**config.mk**
```make
export PLATFORM = sky130hd
export DESIGN_NAME = uart_irq_ctrl
export DESIGN_NICKNAME = d
export VERILOG_FILES = /design/src/rtl/uart_irq_pkg.sv /design/src/rtl/irq_en_reg.sv /design/src/rtl/irq_edge_sticky.sv /design/src/rtl/irq_prio.sv /design/src/rtl/uart_irq_ctrl.sv
export SDC_FILE = /design/constraint.sdc
export NUM_CORES = 1
export LEC_CHECK = 0
export CORE_MARGIN = 2
export CORE_UTILIZATION = 39
export DETAILED_ROUTE_END_ITERATION = 10
export PLACE_DENSITY = 0.81
export SYNTH_ARGS = -nofsm -noshare
export SYNTH_HDL_FRONTEND = slang
export SYNTH_SLANG_ARGS = --single-unit
```
**constraint.sdc**
```tcl
create_clock -name clk -period 1.3 [get_ports clk]
set_clock_uncertainty 0.1 [all_clocks]
set_input_delay 0.26 -clock clk [delete_from_list [all_inputs] [get_ports clk]]
set_output_delay 0.26 -clock clk [all_outputs]
set_load 0.01 [all_outputs]
```
**src/rtl/uart_irq_pkg.sv**
```systemverilog
package uart_irq_pkg;
  localparam int EN_W      = 8;
  localparam int EXT_LSB   = 4;
  localparam int N_CAUSE   = 6;
  localparam int CODE_W    = 3;
  localparam int ERR_W     = 3;

  localparam int EB_RXD    = 0;
  localparam int EB_TXR    = 1;
  localparam int EB_LINE   = 2;
  localparam int EB_MODEM  = 3;
  localparam int EB_XOFF   = 5;
  localparam int EB_RTS    = 6;
  localparam int EB_CTS    = 7;

  typedef enum logic [CODE_W-1:0] {
    SRC_NONE  = 3'd0,
    SRC_LINE  = 3'd1,
    SRC_RXD   = 3'd2,
    SRC_TXR   = 3'd3,
    SRC_MODEM = 3'd4,
    SRC_XOFF  = 3'd5,
    SRC_PIN   = 3'd6
  } irq_src_e;
endpackage

```
**src/rtl/irq_en_reg.sv**
```systemverilog
module irq_en_reg #(
  parameter int W   = 8,
  parameter int EXT = 4
) (
  input  logic         clk,
  input  logic         rst_n,
  input  logic         unlock,
  input  logic         wr,
  input  logic [W-1:0] wdata,
  output logic [W-1:0] en_eff
);
  localparam logic [W-1:0] BASE_MASK = (W'(1) << EXT) - W'(1);

  logic [W-1:0] mask;
  logic [W-1:0] en_q;

  assign mask   = unlock ? {W{1'b1}} : BASE_MASK;
  assign en_eff = en_q & mask;

  always_ff @(posedge clk or negedge rst_n) begin
    if (!rst_n)  en_q <= '0;
    else if (wr) en_q <= wdata & mask;
  end

  // an unlocked write reads back whole on the next cycle while still unlocked
  p_write_readback_r2: assert property (@(posedge clk) disable iff (!rst_n)
    (wr && unlock) |=> (!unlock || en_eff == $past(wdata)));
  // a locked write never exposes upper bits
  p_locked_upper_r2: assert property (@(posedge clk) disable iff (!rst_n)
    (wr && !unlock) |=> (en_eff[W-1:EXT] == '0 || unlock));
endmodule

```
**src/rtl/irq_edge_sticky.sv**
```systemverilog
module irq_edge_sticky #(
  parameter int   SYNC = 0,
  parameter logic IDLE = 1'b0
) (
  input  logic clk,
  input  logic rst_n,
  input  logic sig_in,
  input  logic force_set,
  input  logic clr,
  output logic pend
);
  logic sig_s;
  logic prev_q;
  logic set;

  generate
    if (SYNC > 0) begin : g_sync
      logic [SYNC-1:0] sync_q;
      always_ff @(posedge clk or negedge rst_n) begin
        if (!rst_n) sync_q <= {SYNC{IDLE}};
        else begin
          sync_q[0] <= sig_in;
          for (int i = 1; i < SYNC; i++) sync_q[i] <= sync_q[i-1];
        end
      end
      assign sig_s = sync_q[SYNC-1];
    end else begin : g_direct
      assign sig_s = sig_in;
    end
  endgenerate

  assign set = (sig_s & ~prev_q) | force_set;

  always_ff @(posedge clk or negedge rst_n) begin
    if (!rst_n) begin
      prev_q <= IDLE;
      pend   <= 1'b0;
    end else begin
      prev_q <= sig_s;
      if (set)      pend <= 1'b1;
      else if (clr) pend <= 1'b0;
    end
  end

  // a detected edge or forced set is captured
  p_edge_capture_r9: assert property (@(posedge clk) disable iff (!rst_n)
    set |=> pend);
  // an acknowledge without a new set empties the flag
  p_ack_clears_r4: assert property (@(posedge clk) disable iff (!rst_n)
    (clr && !set) |=> !pend);
endmodule

```
**src/rtl/irq_prio.sv**
```systemverilog
module irq_prio
  import uart_irq_pkg::*;
#(
  parameter int N = N_CAUSE
) (
  input  logic [N-1:0]      cause,
  output logic              irq,
  output logic [CODE_W-1:0] code
);
  logic [N-1:0] grant;

  always_comb begin
    grant = '0;
    code  = SRC_NONE;
    for (int i = N - 1; i >= 0; i--) begin
      if (cause[i]) begin
        grant = '0;
        grant[i] = 1'b1;
        code = CODE_W'(i + 1);
      end
    end
  end

  assign irq = |cause;

  always_comb begin
    // at most one cause is reported, and a request always carries a code
    p_one_grant_r10: assert ($onehot0(grant));
    p_code_when_irq_r10: assert (irq == (code != SRC_NONE));
  end
endmodule

```
**src/rtl/uart_irq_ctrl.sv**
```systemverilog
module uart_irq_ctrl
  import uart_irq_pkg::*;
(
  input  logic             clk,
  input  logic             rst_n,
  input  logic             ext_unlock,
  input  logic             fifo_mode,
  input  logic             en_wr,
  input  logic [EN_W-1:0]  en_wdata,
  output logic [EN_W-1:0]  en_rdata,
  input  logic             status_rd,
  input  logic             tx_hold_wr,
  input  logic             line_stat_rd,
  input  logic             rx_hold_full,
  input  logic             rx_fifo_trig,
  input  logic             thr_empty,
  input  logic             tx_fifo_low,
  input  logic             overrun,
  input  logic             rx_pop,
  input  logic [ERR_W-1:0] rx_pop_err,
  input  logic             modem_delta,
  input  logic             xoff_seen,
  input  logic             rts_pin_n,
  input  logic             cts_pin_n,
  output logic             irq,
  output logic [CODE_W-1:0] irq_code
);
  logic [EN_W-1:0]    en;
  logic               tx_cond, tx_force, tx_pend;
  logic               xoff_pend, rts_pend, cts_pend;
  logic               err_q, rx_lvl, line_lvl;
  logic [N_CAUSE-1:0] cause;

  irq_en_reg #(.W(EN_W), .EXT(EXT_LSB)) u_en (
    .clk(clk), .rst_n(rst_n), .unlock(ext_unlock),
    .wr(en_wr), .wdata(en_wdata), .en_eff(en)
  );
  assign en_rdata = en;

  assign tx_cond  = fifo_mode ? tx_fifo_low : thr_empty;
  assign tx_force = en_wr && en_wdata[EB_TXR] && !en[EB_TXR] && tx_cond;

  irq_edge_sticky #(.SYNC(0), .IDLE(1'b1)) u_tx (
    .clk(clk), .rst_n(rst_n), .sig_in(tx_cond), .force_set(tx_force),
    .clr(status_rd | tx_hold_wr), .pend(tx_pend)
  );
  irq_edge_sticky #(.SYNC(0), .IDLE(1'b0)) u_xoff (
    .clk(clk), .rst_n(rst_n), .sig_in(xoff_seen), .force_set(1'b0),
    .clr(status_rd), .pend(xoff_pend)
  );
  irq_edge_sticky #(.SYNC(0), .IDLE(1'b1)) u_rts (
    .clk(clk), .rst_n(rst_n), .sig_in(rts_pin_n), .force_set(1'b0),
    .clr(status_rd), .pend(rts_pend)
  );
  irq_edge_sticky #(.SYNC(2), .IDLE(1'b1)) u_cts (
    .clk(clk), .rst_n(rst_n), .sig_in(cts_pin_n), .force_set(1'b0),
    .clr(status_rd), .pend(cts_pend)
  );

  always_ff @(posedge clk or negedge rst_n) begin
    if (!rst_n)                   err_q <= 1'b0;
    else if (rx_pop && |rx_pop_err) err_q <= 1'b1;
    else if (line_stat_rd)        err_q <= 1'b0;
  end

  assign rx_lvl   = fifo_mode ? rx_fifo_trig : rx_hold_full;
  assign line_lvl = overrun | err_q;

  assign cause[SRC_LINE-1]  = line_lvl    & en[EB_LINE];
  assign cause[SRC_RXD-1]   = rx_lvl      & en[EB_RXD];
  assign cause[SRC_TXR-1]   = tx_pend     & en[EB_TXR];
  assign cause[SRC_MODEM-1] = modem_delta & en[EB_MODEM];
  assign cause[SRC_XOFF-1]  = xoff_pend   & en[EB_XOFF];
  assign cause[SRC_PIN-1]   = (rts_pend & en[EB_RTS]) | (cts_pend & en[EB_CTS]);

  irq_prio #(.N(N_CAUSE)) u_prio (
    .cause(cause), .irq(irq), .code(irq_code)
  );

  // enabling transmit-ready while the condition holds requests at once
  p_tx_enable_now_r5: assert property (@(posedge clk) disable iff (!rst_n)
    tx_force |=> irq);
  // an enabled overrun always wins the code
  p_overrun_first_r6: assert property (@(posedge clk) disable iff (!rst_n)
    (overrun && en[EB_LINE]) |-> (irq_code == SRC_LINE));
  // nothing enabled means no request
  p_no_enable_quiet_r11: assert property (@(posedge clk) disable iff (!rst_n)
    (en == '0) |-> !irq);
  // an errored pop leaves the line cause pending
  p_err_pop_r6: assert property (@(posedge clk) disable iff (!rst_n)
    (rx_pop && |rx_pop_err) |=> line_lvl);
endmodule

```
Word-level counts from Yosys, hierarchy flattened
Cells that the tools add are included.
{"block": "word_totals", "ff_bits": 19, "input_bits": 29, "out_inout_bits": 12}
{"block": "op_classes", "n_mux": 17, "bitwise_logic": 21, "n_reduce_logical": 12}
{"cell": "3-bit two-way mux", "n": 6}
{"cell": "8-bit AND", "n": 2}
{"cell": "1-bit AND", "n": 11}
{"cell": "1-bit two-way mux", "n": 10}
{"cell": "2-bit nonzero test", "n": 5}
{"cell": "8-bit two-way mux", "n": 1}
{"cell": "6-bit OR reduction", "n": 1}
{"cell": "1-bit logical AND", "n": 4}
{"cell": "1-bit NOT", "n": 4}
{"cell": "1-bit OR", "n": 4}
{"cell": "3-bit OR reduction", "n": 1}
{"cell": "1-bit logical NOT", "n": 1}

Longest topological paths before layout
Gate-level depths: netlist (run 1).
{"block": "logic_depth", "ltp_word": 10, "depth_mapped": 4, "mapped_depth_nobuf": 3}

By module
From an unflattened synthesis (run 1), not the netlist that was laid out.
{"block": "hier_totals", "cells_unflattened": 79, "hier_area_um2": 884.6}
{"module": "irq_en_reg", "n_inst": 1, "cells_per_inst": 33, "area_each_um2": 374.1, "seq_area_each_um2": 200.2}
{"module": "irq_edge_sticky (u_rts ...)", "n_inst": 2, "cells_per_inst": 5, "area_each_um2": 68.8, "seq_area_each_um2": 51.3}
{"module": "uart_irq_ctrl", "n_inst": 1, "cells_per_inst": 15, "area_each_um2": 127.6, "seq_area_each_um2": 25.0}
{"module": "irq_edge_sticky (u_cts)", "n_inst": 1, "cells_per_inst": 7, "area_each_um2": 121.4, "seq_area_each_um2": 103.8}
{"module": "irq_edge_sticky (u_xoff)", "n_inst": 1, "cells_per_inst": 5, "area_each_um2": 67.6, "seq_area_each_um2": 50.0}
{"module": "irq_prio", "n_inst": 1, "cells_per_inst": 9, "area_each_um2": 56.3, "seq_area_each_um2": 0.0}

Worst setup path after synthesis (run 1)
OpenSTA, ideal clock, no wires.
{"block": "synth_timing", "path_type": "reg-to-output", "from": "register u_en.en_q[5]", "to": "output irq_code[0]", "arrival_ns": 0.998, "required_time_ns": 0.940, "path_slack_ns": -0.058, "path_stages_with_launch": 4, "path_buffers": 0, "path_cell_list": "dfrtp_1 -> and2_1 -> a32o_1 -> a21o_1"}
{"block": "synth_between", "elab_chain_cells": 7}
{"item": "start, declared", "line_no": "irq_en_reg.sv:15", "text": "logic [W-1:0] en_q;"}
{"item": "start signal, assigned", "line_no": "irq_en_reg.sv:22", "text": "else if (wr) en_q <= wdata & mask;"}
{"item": "8-bit AND", "line_no": "irq_en_reg.sv:18", "text": "assign en_eff = en_q & mask;"}
{"item": "named net en_rdata[5]", "line_no": "uart_irq_ctrl.sv:10", "text": "output logic [EN_W-1:0] en_rdata,"}
{"item": "1-bit AND", "line_no": "uart_irq_ctrl.sv:73", "text": "assign cause[SRC_XOFF-1] = xoff_pend & en[EB_XOFF];"}
{"item": "3-bit two-way mux (5 in a row)", "line_no": "irq_prio.sv:16", "text": "if (cause[i]) begin"}
{"item": "end, declared", "line_no": "uart_irq_ctrl.sv:26", "text": "output logic [CODE_W-1:0] irq_code"}
The timed path passes the listed nets, and every way through them passes these cells.

Final worst setup path (run 1)
{"block": "layout_timing", "from": "register u_en.en_q[5]", "to": "output irq_code[2]"}
{"block": "layout_between", "elab_chain_cells": 7}
{"item": "8-bit AND", "line_no": "irq_en_reg.sv:18"}
{"item": "1-bit AND", "line_no": "uart_irq_ctrl.sv:73"}
{"item": "3-bit two-way mux (5 in a row)", "line_no": "irq_prio.sv:16"}
Every way passes these cells.

==> results.cfg, run 1 <==
[yosys]
synth.largest_area_cell = dfrtp_1
synthesis.area_um2 = 863.3
synth.net_count = 107
ys_warn_count = 0
synth_cell_types = 22
ys_ff_latch = 19
synth-seq-area-share_pct = 55.80
ys_top_cells_by_area = dfrtp_1, dfstp_2, inv_1, mux2_2, o21ai_0
syn_inst = 78
syn-mean-instance-area_um2 = 11.07
synth_top_area_share_pct = 40.58

[clocking]
cts_root_buf = clkbuf_4
clk_pin_slew_worst_paths_ns = 0.10
tritoncts = yes
cts_buffer_depth = 2
cts.sinks = 19
clk_latency_ns = 0.28
numCtsBuffers = 3
cts_hold_buf = 0
cts_max_level = 1

[layout]
final_common_cell = clkdlybuf4s50_1
final_layout_size_suffix_gt1_share_pct = 45.83
nets = 174
postLayoutCellArea_um2 = 1583
antenna_cells = 0
stdcell_count = 172
syn2layout_area_growth_pct = 83.33
final_cell_mix = clkdlybuf4s50_1, buf_6, buf_4, dfrtp_1, inv_1
post-route-util_pct = 73.68
num-fill-cells = 140

[place]
dpl_cell_area_um2 = 1395
place.gp.congestion = 0.7428
place_inst = 153
portBuffers = 40
pre_cts_ws_ns = -1.012
dpl.hpwl_um = 1665

[global_routing]
overflow = 0
grt_max_degree = 20
grt.total_usage_pct = 18.48
grt_pass1_wl_um = 3601
grt_pass1_vias = 807
grt_antenna_before_repair = 0

[status]
status = finished with violations
violations = negative setup slack

[die]
rows = 17
core_um2 = 2148
chipWidth_um = 51.05
fp.dieArea_um2 = 2606
start_util_pct = 40.19
dieHeight_um = 51.05
pin_count = 41

[sta]
tns_ns = -2.432
layout_setup_ws_ns = -0.5279
post-route-period-util_pct = 140.6
setup_violations = 10
period_needed_ns = 1.828
finalHoldViolCount = 0
worstMarginPinSlew_ns = 0.2085
grt_setup_unrepaired = yes
timing.hold.ws_ns = 0.1987
finalMaxSlewViolations = 0
relSlewSlack_pct = 86.06
fmax_ghz = 0.5471

[worst_setup_path]
arrival_ns = 1.47
worstReg2RegStart = u_en.en_q[1]
r2r_end = u_tx.pend
r2r_slack_ns = 0.05
crit_path_end_kind = output port
critPathLaunch = u_en.en_q[5]
rr_worst_depth = 5
critPathLaunchType = register
criticalPathCategory = register to output port
cp-endpoint = irq_code[2]
crit_fanout = 3
required_ns = 0.94

[pwr]
power_density_nw_per_um2 = 912.8
finalPower_mw = 1.445
leakage_nw = 0.7644
ir_drop_mv = 0.7144

[drt]
drt-total-wl_um = 2384
wl_per_cell_um = 13.86
drtPass1Iterations = 3
first_iter_violations = 8
ant_nets = 0
post-route-drc-count = 0
dr_total_vias = 819
viasPerCell = 4.762

[min_path]
hold_class = input port to async pin

[job]
drv_cap = 0
-- cells in the mapped netlist --
master,instances
nand3_1,6
a21boi_2,1
nor2_1,1
a22o_1,2
buf_2,1
and2_1,4
nand2_1,3
a22oi_4,1
mux2_4,1
o21ai_0,8
nor3b_2,1
o22ai_1,3
a21oi_1,1
inv_1,13
mux2_2,4
dfstp_2,5
dfrtp_1,14
buf_4,5
o31ai_1,1
a32oi_1,1
a32o_1,1
a21o_1,1
-- final cells by class --
type	instances	area, µm²	area share [%]
Clock buffer	4	26.28	1.660
Tap cell	28	35.03	2.213
Sequential cell	19	481.7	30.43
Inverter	13	48.80	3.083
Timing Repair Buffer	68	646.9	40.87
Multi-Input combinational cell	40	344.1	21.74
-- power by group --
group          total, mW  leakage, nW  switching (mW)  internal (mW)
logic              0.479        0.526           0.173          0.307
clock network      0.285       0.0150           0.166          0.119
registers          0.680        0.223          0.0361          0.644
total               1.44        0.764           0.375           1.07
-- worst max-delay path, cell delays in order (launching register included) --
cell	delay, ns
dfrtp_1	0.43
a32oi_2	0.23
a21boi_4	0.24
buf_6	0.12
nor3b_4	0.03
buf_2	0.14
-- per-layer routing --
layer  GRT usage (%)  wire (µm)  vias to the layer above
li1                -          -                      393
met1           21.78       1008                      393
met2           34.85       1256                       31
met3           2.047        107                        2
met4           5.405         12                        0
met5               0          0                        -
-- repair_timing --
item                                    4_1_cts  5_1_grt
pin swaps                                     6        2
gates cloned                                  0        0
resized for setup                            73        8
endpoints found under the setup margin       13       12
endpoints found under the hold margin         0        0
buffers inserted                             10        7
-- registers in the layout (all words and copies together) (netlist names) --
signal	flops
u_tx.prev_q	1
u_xoff.prev_q	1
u_cts.g_sync.sync_q	2
u_en.en_q	8
u_cts.prev_q	1
u_cts.pend	1
u_xoff.pend	1
err_q	1
u_rts.prev_q	1
u_tx.pend	1
u_rts.pend	1
-- kinds of logic after synthesis --
kind of cell | synth area share, %
mux | 6.956
flops | 55.80
simple gates | 9.564
buf+inv | 10.58
compound gates | 17.10
-- worst min path at each step --
stage / start / end / slack [ns] / cells after the start
global placement: u_cts.g_sync.sync_q[0] / u_cts.g_sync.sync_q[1] / 0.25 / 0
global route: rst_n / u_en.en_q[4] / 0.21 / 2
CTS: rst_n / u_en.en_q[4] / 0.20 / 2
detailed placement: u_cts.g_sync.sync_q[0] / u_cts.g_sync.sync_q[1] / 0.25 / 0
finish: rst_n / u_en.en_q[5] / 0.20 / 2
floorplan: rst_n / err_q / -0.14 / 0
Power figures use the tool's default switching activity.
==> inputs of run 2 (changes only) <==
Settings changed: SETUP_SLACK_MARGIN set to 0.15.
==> results.cfg, run 2 (synthesized netlist as in run 1, its figures left out) <==
[drt]
ant_nets = 0
dr_total_vias = 789
wl_per_cell_um = 13.90
viasPerCell = 4.753
first_iter_violations = 9
post-route-drc-count = 0
drt-total-wl_um = 2308
drtPass1Iterations = 4

[clocking]
cts_buffer_depth = 2
cts_max_level = 1
cts_hold_buf = 0
clk_latency_ns = 0.30
cts.sinks = 19
cts_root_buf = clkbuf_4
clk_pin_slew_worst_paths_ns = 0.10
tritoncts = yes
numCtsBuffers = 3

[sta]
worstMarginPinSlew_ns = 0.2286
tns_ns = -2.143
post-route-period-util_pct = 137.2
finalHoldViolCount = 0
grt_setup_unrepaired = yes
relSlewSlack_pct = 84.73
period_needed_ns = 1.784
setup_violations = 10
finalMaxSlewViolations = 0
fmax_ghz = 0.5606
layout_setup_ws_ns = -0.4838

[pwr]
power_density_nw_per_um2 = 928.6
ir_drop_mv = 0.5091
finalPower_mw = 1.409
leakage_nw = 0.7416

[layout]
postLayoutCellArea_um2 = 1518
final_common_cell = clkdlybuf4s50_1
largest_reg_flops = 8
final_cell_mix = clkdlybuf4s50_1, buf_6, dfrtp_1, inv_1, buf_4
final_layout_size_suffix_gt1_share_pct = 42.03
nets = 168
reg_top3 = u_en.en_q x8, u_cts.g_sync.sync_q x2
largest_register = u_en.en_q
post-route-util_pct = 70.65
syn2layout_area_growth_pct = 75.80
antenna_cells = 0

[worst_setup_path]
critPathLaunchType = register
worstReg2RegStart = u_tx.prev_q
required_ns = 0.94
arrival_ns = 1.42
crit_fanout = 3
cpMaxStageDelayCell = dfrtp_1
critPathLaunch = u_en.en_q[5]
crit_path_end_kind = output port
criticalPathCategory = register to output port
slowest_delay_ns = 0.43
cp_cell_sequence = a32oi_2 -> a21boi_4 -> nand3_2 -> buf_6

[place]
dpl_cell_area_um2 = 1395
portBuffers = 40
place.gp.congestion = 0.7490
pre_cts_ws_ns = -1.019
dpl.hpwl_um = 1690

[global_routing]
overflow = 0
grt_max_degree = 20
grt.total_usage_pct = 19.39
grt_pass1_wl_um = 3636
grt_pass1_vias = 818
grt_antenna_before_repair = 0

[min_path]
hold_class = input port to async pin

[die]
rows = 17
start_util_pct = 40.19
dieHeight_um = 51.05
chipWidth_um = 51.05
pin_count = 41
fp.dieArea_um2 = 2606
core_um2 = 2148

[status]
status = finished with violations
violations = negative setup slack

[job]
drv_cap = 0
-- run 2: worst paths after layout --
kind                                     endpoint  depth (start not counted)  slack (ns)
min reg2reg                u_cts.g_sync.sync_q[1]                          0        0.26
max in group asynchronous            u_cts.prev_q                          2        0.69
max                                           irq                          4       -0.48
min in group clk           u_cts.g_sync.sync_q[1]                          0        0.26
max reg2reg                             u_tx.pend                          2        0.26
min                                  u_en.en_q[3]                          2        0.20
-- run 2: worst max-delay path, delay by kind of cell, from the launching register on --
family | cells | cell delay (ns)
AO/OA/AOI/OAI | 2 | 0.49
buffers and inverters | 1 | 0.13
flip-flops | 1 | 0.43
AND/OR/NAND/NOR | 1 | 0.08
-- run 2: routing by layer --
metal  vias up  share of wire (%)  GRT usage [%]
met3         5                6.8          3.801
met5         -                  0              0
met4         0                1.9          10.81
li1        378                  -              -
met2        36                 53          35.50
met1       370                 38          20.53
-- run 2: area by class of cell --
| type | count | area [µm²] |
|---|---|---|
| tap | 28 | 35.03 |
| sequential | 19 | 481.7 |
| inverter | 13 | 48.80 |
| clock buffer | 4 | 26.28 |
| multi-input combinational | 40 | 334.1 |
| fill | 150 | 630.6 |
| timing repair buffer | 62 | 591.8 |
-- run 2: per-stage QoR --
| step | hold slack (ns) | std cells |
|---|---|---|
| 3_3_place_gp | 0.2461 | 153 |
| 6_report | 0.1960 | 166 |
| 4_1_cts | 0.1879 | 164 |
| 2_1_floorplan | -0.1356 | 78 |
| 3_5_place_dp | 0.2533 | 153 |
| 5_1_grt | 0.1911 | 166 |
-- run 2: repair_timing --
action,in CTS,in global routing
gates resized for setup,69,8
endpoints found under the setup margin,13,15
cloned,0,0
setup buffers,7,2
pin swaps,7,4
-- run 2: where the power goes --
part | switching, mW | internal, mW | leakage (nW)
registers | 0.0369 | 0.644 | 0.223
clock network | 0.170 | 0.120 | 0.0150
logic | 0.163 | 0.275 | 0.503
==> inputs of run 3 (changes only) <==
Settings changed: ABC_AREA set to 1, CORE_UTILIZATION 39 to 40, PLACE_DENSITY 0.81 to 0.82.
==> results.cfg, run 3 <==
[status]
status = finished with violations
violations = negative setup slack

[clocking]
cts.sinks = 19
numCtsBuffers = 3
clk_pin_slew_worst_paths_ns = 0.11
cts_max_level = 1
cts_root_buf = clkbuf_4
cts_buffer_depth = 2
clk_latency_ns = 0.30
tritoncts = yes

[global_routing]
grt.total_usage_pct = 19.66
grt_pass1_vias = 871
grt_max_degree = 20
grt_antenna_before_repair = 0
overflow = 0
grt_pass1_wl_um = 3732

[sta]
finalHoldViolCount = 0
period_needed_ns = 1.699
finalMaxSlewViolations = 0
post-route-period-util_pct = 130.7
setup_violations = 10
fmax_ghz = 0.5887
grt_setup_unrepaired = yes
relSlewSlack_pct = 86.39
worstMarginPinSlew_ns = 0.2035
layout_setup_ws_ns = -0.3986

[die]
chipWidth_um = 50.86
fp.dieArea_um2 = 2587
rows = 16
start_util_pct = 43.44
dieHeight_um = 50.86
pin_count = 41
core_um2 = 2022

[layout]
final_layout_size_suffix_gt1_share_pct = 43.79
final_cell_mix = nand2_1, clkdlybuf4s50_1, buf_4, buf_6, dfrtp_1
nets = 199
largest_reg_flops = 8
final_common_cell = nand2_1
postLayoutCellArea_um2 = 1595
syn2layout_area_growth_pct = 81.62
largest_register = u_en.en_q
reg_top3 = u_en.en_q x8, u_cts.g_sync.sync_q x2
antenna_cells = 0

[place]
dpl.hpwl_um = 1687
portBuffers = 40
pre_cts_ws_ns = -0.9602
place.gp.congestion = 0.7764
dpl_cell_area_um2 = 1396

[worst_setup_path]
crit_path_end_kind = output port
criticalPathCategory = register to output port
arrival_ns = 1.34
critPathLaunchType = register
required_ns = 0.94
crit_fanout = 2

[yosys]
ys_top_cells_by_area = dfrtp_1, dfstp_2, nand2_1, inv_1, nand3_1
synth_top_area_share_pct = 39.89
yosysMostFrequentCell = nand2_1
synth.largest_area_cell = dfrtp_1
synth_edf_count = 0
syn-mean-instance-area_um2 = 8.446
syn_inst = 104
synth.net_count = 133
synth-seq-area-share_pct = 54.84
synth_common_cells = nand2_1, dfrtp_1, inv_1
async_flop_share_pct = 100.0
synth_cell_types = 20
synth_top_flop_cell = dfrtp_1
ys_warn_count = 0
synthesis.area_um2 = 878.3
ys_ff_latch = 19

[drt]
first_iter_violations = 20
drt-total-wl_um = 2493
viasPerCell = 4.724
wl_per_cell_um = 12.72
drtPass1Iterations = 4
post-route-drc-count = 0
ant_nets = 0
dr_total_vias = 926

[pwr]
power_density_nw_per_um2 = 894.7
ir_drop_mv = 0.7351
leakage_nw = 0.8146

[min_path]
hold_class = input port to async pin

[job]
drv_cap = 0
run 3: cell types whose count changed after synthesis, sizes merged, moves of 3 or more:
cell   change
o21ai      -4
inv        +3
mux2       -5
and2       -4
nand2     +33
nor2       +6
run 3: area by class of cell:
class	count	area, µm²
Clock inverter	1	7.507
Sequential cell	19	481.7
Clock buffer	3	22.52
Tap cell	27	33.78
Timing Repair Buffer	67	623.1
Multi-Input combinational cell	63	366.6
Fill cell	131	426.7
Inverter	16	60.06
run 3: power breakdown:
part	switching [mW]	internal, mW	total, mW	leakage, nW
sequential	0.0318	0.643	0.675	0.225
combinational	0.184	0.258	0.442	0.576
clock	0.193	0.117	0.310	0.0139
run 3: final timing paths:
check,startpoint,endpoint,slack [ns],cells past startpoint
max reg2reg,u_en.en_q[1],u_tx.pend,0.18,6
max in group asynchronous,rst_n,u_rts.prev_q,0.71,2
min,rst_n,u_en.en_q[4],0.17,2
min reg2reg,u_cts.g_sync.sync_q[0],u_cts.g_sync.sync_q[1],0.27,0
max,u_en.en_q[6],irq_code[2],-0.40,6
min in group clk,cts_pin_n,u_cts.g_sync.sync_q[0],0.25,1
run 3: critical path: stages, from the launching register on:
cell     delay [ns]
dfrtp_1        0.41
nand2_4        0.07
o21ai_4        0.15
nor2_2         0.06
buf_4          0.13
nor2_2         0.09
buf_2          0.13
run 3: cell families (layout without fill, tap and decap cells):
family                 Yosys count  in the layout  synth area share [%]
flip-flops                      19             19                 54.84
AO/OA/AOI/OAI                   11             11                 7.835
buffers and inverters           22             87                 12.11
AND/OR/NAND/NOR                 52             52                 25.21
run 3: metal layers:
layer	vias to the layer above	share of wire [%]	wire length, µm	global-route usage [%]
met2	30	54	1347	34.65
met4	0	1.6	40	8.108
met3	5	5.1	127	4.094
met1	440	39	978	23.27
met5	-	0	0	0
li1	451	-	-	-
run 3: timing repair:
item / CTS / global route
hold buffers: 0 / 0
pin swaps: 11 / 14
setup endpoints to repair: 12 / 12
setup buffers: 5 / 8
resized for setup: 76 / 13
run 3: metrics by stage:
step / TNS [ns] / hold WS [ns] / utilization (%) / power [mW] / instances
after global routing: -2.666 / 0.1847 / 78.90 / 1.495 / 196
after CTS: -1.903 / 0.1784 / 73.45 / 1.374 / 188
after floorplan: 0 / -0.1356 / - / 0.8216 / 104
after global placement: -6.063 / 0.2470 / 69.06 / 1.035 / 179
final: -2.157 / 0.1745 / 78.90 / 1.427 / 196
after detailed placement: -6.492 / 0.2524 / 69.06 / 1.046 / 179
